[config.mk]
export PLATFORM = sky130hd
export DESIGN_NAME = vwc_capture
export DESIGN_NICKNAME = d
export VERILOG_FILES = /design/src/rtl/vwc_pkg.sv /design/src/rtl/vwc_edge_detect.sv /design/src/rtl/vwc_event_group.sv /design/src/rtl/vwc_summary.sv /design/src/rtl/vwc_capture.sv
export SDC_FILE = /design/constraint.sdc
export NUM_CORES = 1
export LEC_CHECK = 0
export BUFFER_PORTS_ARGS = -buffer_cell sky130_fd_sc_hd__buf_2
export CORE_UTILIZATION = 45
export DETAILED_ROUTE_END_ITERATION = 12
export GPL_TIMING_DRIVEN = 0
export PLACE_DENSITY = 0.61
export SETUP_SLACK_MARGIN = 0.05
export SLEW_MARGIN = 5
export SYNTH_ARGS = -nofsm -noshare
export SYNTH_HDL_FRONTEND = slang
export SYNTH_HIERARCHICAL = 1
export SYNTH_SLANG_ARGS = --single-unit
[constraint.sdc]
create_clock -name clk_i -period 2.8 [get_ports clk_i]
set_input_delay 0.28 -clock clk_i [delete_from_list [all_inputs] [get_ports clk_i]]
set_output_delay 0.28 -clock clk_i [all_outputs]
set_load 0.05 [all_outputs]
[src/rtl/vwc_pkg.sv]
package vwc_pkg;
  localparam int unsigned DATA_W   = 32;
  localparam int unsigned ADDR_W   = 5;
  localparam int unsigned NUM_GRP  = 2;
  localparam int unsigned GRP_SPAN = 8;
  localparam int unsigned HWRST_BIT = 31;

  typedef enum logic [2:0] {
    OFS_LVL = 3'd0,
    OFS_T0  = 3'd1,
    OFS_T1  = 3'd2,
    OFS_T2  = 3'd3,
    OFS_EN  = 3'd4,
    OFS_STS = 3'd5
  } grp_ofs_e;

  typedef enum logic [1:0] {
    TRG_LEVEL = 2'd0,
    TRG_RISE  = 2'd1,
    TRG_FALL  = 2'd2,
    TRG_BOTH  = 2'd3
  } trig_e;

  function automatic trig_e trig_decode(input logic t2, input logic t1, input logic t0);
    case ({t2, t1, t0})
      3'b100:  return TRG_BOTH;
      3'b001:  return TRG_RISE;
      3'b010:  return TRG_FALL;
      default: return TRG_LEVEL;
    endcase
  endfunction

  function automatic int unsigned sum_bit(input int unsigned grp);
    return (grp == 0) ? 8 : 22;
  endfunction
endpackage

[src/rtl/vwc_edge_detect.sv]
module vwc_edge_detect
  import vwc_pkg::*;
#(
  parameter int unsigned W = DATA_W
) (
  input  logic         clk_i,
  input  logic         rst_ni,
  input  logic [W-1:0] lvl_i,
  input  logic [W-1:0] t0_i,
  input  logic [W-1:0] t1_i,
  input  logic [W-1:0] t2_i,
  input  logic [W-1:0] en_i,
  output logic [W-1:0] lvl_q_o,
  output logic [W-1:0] hit_o
);
  logic [W-1:0] prev_q;

  always_ff @(posedge clk_i or negedge rst_ni) begin
    if (!rst_ni) prev_q <= '0;
    else         prev_q <= lvl_i;
  end

  assign lvl_q_o = prev_q;

  for (genvar i = 0; i < W; i++) begin : g_bit
    trig_e trig;
    logic  rise, fall;
    assign trig = trig_decode(t2_i[i], t1_i[i], t0_i[i]);
    assign rise = lvl_i[i] & ~prev_q[i];
    assign fall = ~lvl_i[i] & prev_q[i];
    always_comb begin
      case (trig)
        TRG_BOTH: hit_o[i] = en_i[i] & (rise | fall);
        TRG_RISE: hit_o[i] = en_i[i] & rise;
        TRG_FALL: hit_o[i] = en_i[i] & fall;
        default:  hit_o[i] = en_i[i] & lvl_i[i];
      endcase
    end
  end
endmodule

[src/rtl/vwc_event_group.sv]
module vwc_event_group
  import vwc_pkg::*;
#(
  parameter int unsigned W = DATA_W
) (
  input  logic         clk_i,
  input  logic         rst_ni,
  input  logic [W-1:0] lvl_i,
  input  logic         wr_i,
  input  logic [2:0]   ofs_i,
  input  logic [W-1:0] wdata_i,
  output logic [W-1:0] rdata_o,
  output logic         set_any_o
);
  logic [W-1:0] t0_q, t1_q, t2_q, en_q, sts_q, lvl_q, hit;
  logic         sts_wr;

  vwc_edge_detect #(.W(W)) u_det (
    .clk_i   (clk_i),
    .rst_ni  (rst_ni),
    .lvl_i   (lvl_i),
    .t0_i    (t0_q),
    .t1_i    (t1_q),
    .t2_i    (t2_q),
    .en_i    (en_q),
    .lvl_q_o (lvl_q),
    .hit_o   (hit)
  );

  assign sts_wr = wr_i && (ofs_i == OFS_STS);

  always_ff @(posedge clk_i or negedge rst_ni) begin
    if (!rst_ni) begin
      t0_q  <= '0;
      t1_q  <= '0;
      t2_q  <= '0;
      en_q  <= '0;
      sts_q <= '0;
    end else begin
      if (wr_i && ofs_i == OFS_T0) t0_q <= wdata_i;
      if (wr_i && ofs_i == OFS_T1) t1_q <= wdata_i;
      if (wr_i && ofs_i == OFS_T2) t2_q <= wdata_i;
      if (wr_i && ofs_i == OFS_EN) en_q <= wdata_i;
      // set has priority over clear
      sts_q <= (sts_q & ~(sts_wr ? wdata_i : '0)) | hit;
    end
  end

  always_comb begin
    case (ofs_i)
      OFS_LVL: rdata_o = lvl_q;
      OFS_T0:  rdata_o = t0_q;
      OFS_T1:  rdata_o = t1_q;
      OFS_T2:  rdata_o = t2_q;
      OFS_EN:  rdata_o = en_q;
      OFS_STS: rdata_o = sts_q;
      default: rdata_o = '0;
    endcase
  end

  assign set_any_o = |hit;


  en_gate_chk: assert property (@(posedge clk_i) disable iff (!rst_ni)
    1'b1 |=> ((sts_q & ~$past(sts_q) & ~$past(en_q)) == '0));

  w1c_clear_chk: assert property (@(posedge clk_i) disable iff (!rst_ni)
    (sts_wr && hit == '0) |=> ((sts_q & $past(wdata_i)) == '0));

  set_wins_chk: assert property (@(posedge clk_i) disable iff (!rst_ni)
    (hit != '0) |=> ((sts_q & $past(hit)) == $past(hit)));
endmodule

[src/rtl/vwc_summary.sv]
module vwc_summary
  import vwc_pkg::*;
#(
  parameter int unsigned W  = DATA_W,
  parameter int unsigned NG = NUM_GRP
) (
  input  logic          clk_i,
  input  logic          rst_ni,
  input  logic [NG-1:0] grp_set_i,
  input  logic          hw_rst_i,
  input  logic          wr_i,
  input  logic          sel_en_i,
  input  logic [W-1:0]  wdata_i,
  output logic [W-1:0]  rdata_o,
  output logic          irq_o
);
  logic [W-1:0] sts_q, en_q, set_vec;
  logic         hw_prev_q, hw_edge;

  assign hw_edge = hw_rst_i & ~hw_prev_q;

  always_comb begin
    set_vec = '0;
    for (int unsigned g = 0; g < NG; g++) begin
      if (grp_set_i[g]) set_vec[sum_bit(g)] = 1'b1;
    end
    if (hw_edge) set_vec[HWRST_BIT] = 1'b1;
  end

  always_ff @(posedge clk_i or negedge rst_ni) begin
    if (!rst_ni) begin
      sts_q     <= '0;
      en_q      <= '0;
      hw_prev_q <= 1'b0;
    end else begin
      hw_prev_q <= hw_rst_i;
      if (wr_i && sel_en_i) en_q <= wdata_i;
      sts_q <= (sts_q & ~((wr_i && !sel_en_i) ? wdata_i : '0)) | set_vec;
    end
  end

  assign rdata_o = sel_en_i ? en_q : sts_q;
  assign irq_o   = |(sts_q & en_q);

  for (genvar g = 0; g < NG; g++) begin : g_sum_chk
    localparam int unsigned B = sum_bit(g);

    grp_flag_chk: assert property (@(posedge clk_i) disable iff (!rst_ni)
      $rose(sts_q[B]) |-> $past(grp_set_i[g]));
  end


  hw_edge_chk: assert property (@(posedge clk_i) disable iff (!rst_ni)
    $rose(sts_q[HWRST_BIT]) |-> $past(hw_rst_i && !hw_prev_q));
endmodule

[src/rtl/vwc_capture.sv]
module vwc_capture
  import vwc_pkg::*;
(
  input  logic              clk_i,
  input  logic              rst_ni,
  input  logic [DATA_W-1:0] grp0_lvl_i,
  input  logic [DATA_W-1:0] grp1_lvl_i,
  input  logic              link_rst_i,
  input  logic              req_i,
  input  logic              we_i,
  input  logic [ADDR_W-1:0] addr_i,
  input  logic [DATA_W-1:0] wdata_i,
  output logic [DATA_W-1:0] rdata_o,
  output logic              irq_o
);
  logic [NUM_GRP-1:0][DATA_W-1:0] lvl, grp_rdata;
  logic [NUM_GRP-1:0]             grp_set;
  logic [DATA_W-1:0]              sum_rdata;
  logic                           wr, top_sel;

  assign lvl[0]  = grp0_lvl_i;
  assign lvl[1]  = grp1_lvl_i;
  assign wr      = req_i & we_i;
  assign top_sel = addr_i[4];

  for (genvar g = 0; g < NUM_GRP; g++) begin : g_grp
    logic grp_wr;
    assign grp_wr = wr && !top_sel && (addr_i[3] == 1'(g));
    vwc_event_group #(.W(DATA_W)) u_grp (
      .clk_i     (clk_i),
      .rst_ni    (rst_ni),
      .lvl_i     (lvl[g]),
      .wr_i      (grp_wr),
      .ofs_i     (addr_i[2:0]),
      .wdata_i   (wdata_i),
      .rdata_o   (grp_rdata[g]),
      .set_any_o (grp_set[g])
    );
  end

  vwc_summary #(.W(DATA_W), .NG(NUM_GRP)) u_sum (
    .clk_i     (clk_i),
    .rst_ni    (rst_ni),
    .grp_set_i (grp_set),
    .hw_rst_i  (link_rst_i),
    .wr_i      (wr && top_sel),
    .sel_en_i  (addr_i[0]),
    .wdata_i   (wdata_i),
    .rdata_o   (sum_rdata),
    .irq_o     (irq_o)
  );

  always_comb begin
    if (top_sel) rdata_o = (addr_i[3:1] == 3'd0) ? sum_rdata : '0;
    else         rdata_o = grp_rdata[addr_i[3]];
  end
endmodule

==> flow_metrics.tcl <==
set metrics [dict create \
    status "complete, no violations" \
    multiInputGateArea_sq_um 15100 \
    hpwl_microns 60600 \
    ys_async_sr_fraction 1.00 \
    min_period_ns 2.75 \
    post-place-ws_ns -0.553 \
    slew_headroom 0.301 \
    startpoint "addr_i[2]" \
    cp.required_ns 2.52 \
    synth.distinct_cells 57 \
    drc 0 \
    synth-seq-area-share 0.410 \
    dr_total_vias 20500 \
    grt_pass1_wl_microns 129000 \
    wl_microns 84700 \
    crit_path_start_kind "primary input" \
    gp_congestion 0.925 \
    via_per_inst 6.03 \
    max_freq_ghz 0.363 \
    yosys_warnings 6 \
    power_density_nw_per_um2 616 \
    worstHoldStart "wdata_i[18]" \
    crit_chain "buf_2 -> buf_2 -> buf_4 -> clkbuf_4 -> nand3b_1 -> o21a_1 -> o221ai_2 -> mux2i_1 -> o2bb2ai_2 -> buf_4" \
    path_max_fanout 10 \
    clk_latency_ns 0.60 \
    grt_max_degree 107 \
    antenna_found_initial 3 \
    maxSlewViolCount 0 \
    cts_buffers 52 \
    fin_cells 3407 \
    routedWlPerCell_microns 24.9 \
    maxCapViolations 0 \
    postSynthAreaPerCell_sq_um 11.8 \
    cts.sinks 449 \
    end_kind "primary output" \
    die_area_sq_um 61800 \
    grt_pass1_vias 20400 \
    cts-root-buf "clkbuf_16" \
    timing.final.crit_share 0.983 \
    start_util 0.454 \
    crit_type "in -> out" \
    die_x_microns 249 \
    slowest_delay_ns 0.31 \
    rsz0062_at_grt "yes" \
    core_area_sq_um 60200 \
    synth_nets 2553 \
    nets 2815 \
    drive_gt1_frac 0.234 \
    htreeDepth 2 \
    place_area_sq_um 29200 \
    grt_use_total 0.273 \
    num_rows 90 \
    io_pins 139 \
    synth_edf_count 0 \
    dr.first_iter.drc_count 1651 \
    crit_slowest_cell "o2bb2ai_2" \
    syn_to_final_growth_pct 16.6 \
    worst_slew_pin_slew_ns 1.04 \
    setup_slack_ns 0.0463 \
    p_leak_nw 14.2 \
    dp.cells 3241 \
    clk_path_buf_depth 3 \
    clk_pin_slew_ns 0.06 \
    synth-seq-cells 449 \
    setup_viol 0 \
    peakVddDrop_mv 0.445 \
    fin_skew_ns 0.0117 \
    synth_top_flop_cell "dfrtp_1" \
    syn_inst 2319 \
    detail-route-antenna-nets 0 \
    r2r_start "g_grp[0].u_grp/u_det/lvl_q_o[10]" \
    ff_latch_area_sq_um 11200 \
    io_buffers 136 \
    critPathArrivalTime_ns 2.47 \
    global_route.overflow_total 0 \
    syn-cell-area_sq_um 27400 \
    hold_path.class "in -> reg" \
    final_cell_area_sq_um 31900 \
    n_fill_cell 5202 \
    hold_violations 0 \
    drtPass1Iterations 9 \
    die_y_microns 249 \
    cts_tree "done" \
]
[sequential cells by signal (all words and copies together), names as in the netlist]
name and count:
g_grp.u_grp/en_q 64, g_grp.u_grp/sts_q 64, g_grp.u_grp/t0_q 64, g_grp.u_grp/t1_q 64
g_grp.u_grp/t2_q 64, g_grp.u_grp/u_det/lvl_q_o 64, u_sum/en_q 32, u_sum/hw_prev_q 1
u_sum/sts_q 32
[worst paths after layout]
check,endpoint,slack [ns],depth (start not counted)
max,rdata_o[27],0.05,10
max in group asynchronous,g_grp[1].u_grp/t1_q[4],1.14,4
min reg2reg,g_grp[1].u_grp/sts_q[2],0.47,1
max reg2reg,u_sum/sts_q[8],0.13,9
min in group asynchronous,g_grp[1].u_grp/t0_q[16],0.22,2
min,g_grp[0].u_grp/sts_q[18],0.10,3
[metrics by stage]
stage	total power, mW	util	setup TNS, ns	hold WS, ns
final	19.7	0.530	0	0.101
after global routing	20.5	0.530	0	0.0882
after CTS	19.7	0.527	0	0.0654
after detailed placement	12.6	0.484	-9.69	0.327
after global placement	12.4	0.482	-3529.55	0.423
after floorplan	11.1	-	0	-0.0156
[report_power, final]
group	internal (mW)	switching (mW)
combinational	2.09	2.03
sequential	7.52	1.12
clock	4.14	2.76
[cells in the final DEF, fill, tap and decap left out, types with 58 or more instances in the layout]
master / synthesis / layout
mux2_4: 60 / 60
ha_1: 128 / 128
nand2_1: 108 / 108
mux2_1: 190 / 190
dfrtp_1: 449 / 449
buf_2: 48 / 159
nor4b_1: 64 / 64
mux2_2: 100 / 100
xnor2_1: 58 / 58
a21o_1: 66 / 66
mux2i_1: 124 / 124
and4bb_2: 60 / 60
o211ai_1: 58 / 58
inv_1: 138 / 138
dlygate4sd3_1: 0 / 66
a21boi_0: 84 / 84
or3b_1: 58 / 58
[critical path: cells and delay by family]
kind | cells | cell delay, ns
and+or+nand+nor | 1 | 0.18
buffers and inverters | 5 | 1.08
AOI/OAI and AO/OA | 3 | 0.74
muxes | 1 | 0.17
[final cells by class]
class,instances,area share
Antenna cell,5,0.000392
Buffer,113,0.0258
Inverter,138,0.0162
Timing Repair Buffer,208,0.0475
Multi-Input combinational cell,1619,0.474
Tap cell,782,0.0307
Clock buffer,77,0.0481
Sequential cell,449,0.352
Clock inverter,16,0.00576
[cell families (layout without fill, tap and decap cells)]
logic type / after synthesis / in the layout / share of synthesized area
mux: 482 / 482 / 0.204
other cells: 0 / 5 / 0
fa+ha+maj: 128 / 128 / 0.0585
flops: 449 / 449 / 0.410
simple gates: 516 / 516 / 0.142
buf+inv: 251 / 552 / 0.0468
xor+xnor: 58 / 58 / 0.0186
compound gates: 435 / 435 / 0.120
[what timing repair did]
action,CTS,global route
setup buffers,0,2
resized for setup,64,38
endpoints found under the setup margin,33,27
pin swaps,0,2
hold buffers,66,0
endpoints found under the hold margin,151,0
[metal layers]
layer	wire length, microns	GRT usage	share of wire	vias to the layer above
met2	40700	0.450	0.48	610
met5	14	0	0.00017	-
met4	2470	0.0905	0.029	2
li1	-	-	-	9243
met3	4840	0.0406	0.057	132
met1	36700	0.368	0.43	10500
[cell usage after synthesis (all sizes together) (56+ instances only)]
master | number | share of area
dfrtp | 449 | 0.41
mux2 | 350 | 0.15
inv | 138 | 0.019
ha | 128 | 0.059
mux2i | 124 | 0.045
nand2 | 109 | 0.015
buf | 99 | 0.026
a21boi | 84 | 0.023
a21o | 66 | 0.018
nor4b | 65 | 0.021
and4bb | 60 | 0.027
o211ai | 58 | 0.016
or3b | 58 | 0.019
xnor2 | 58 | 0.019
nor3 | 56 | 0.010
Power figures use the tool's default switching activity.
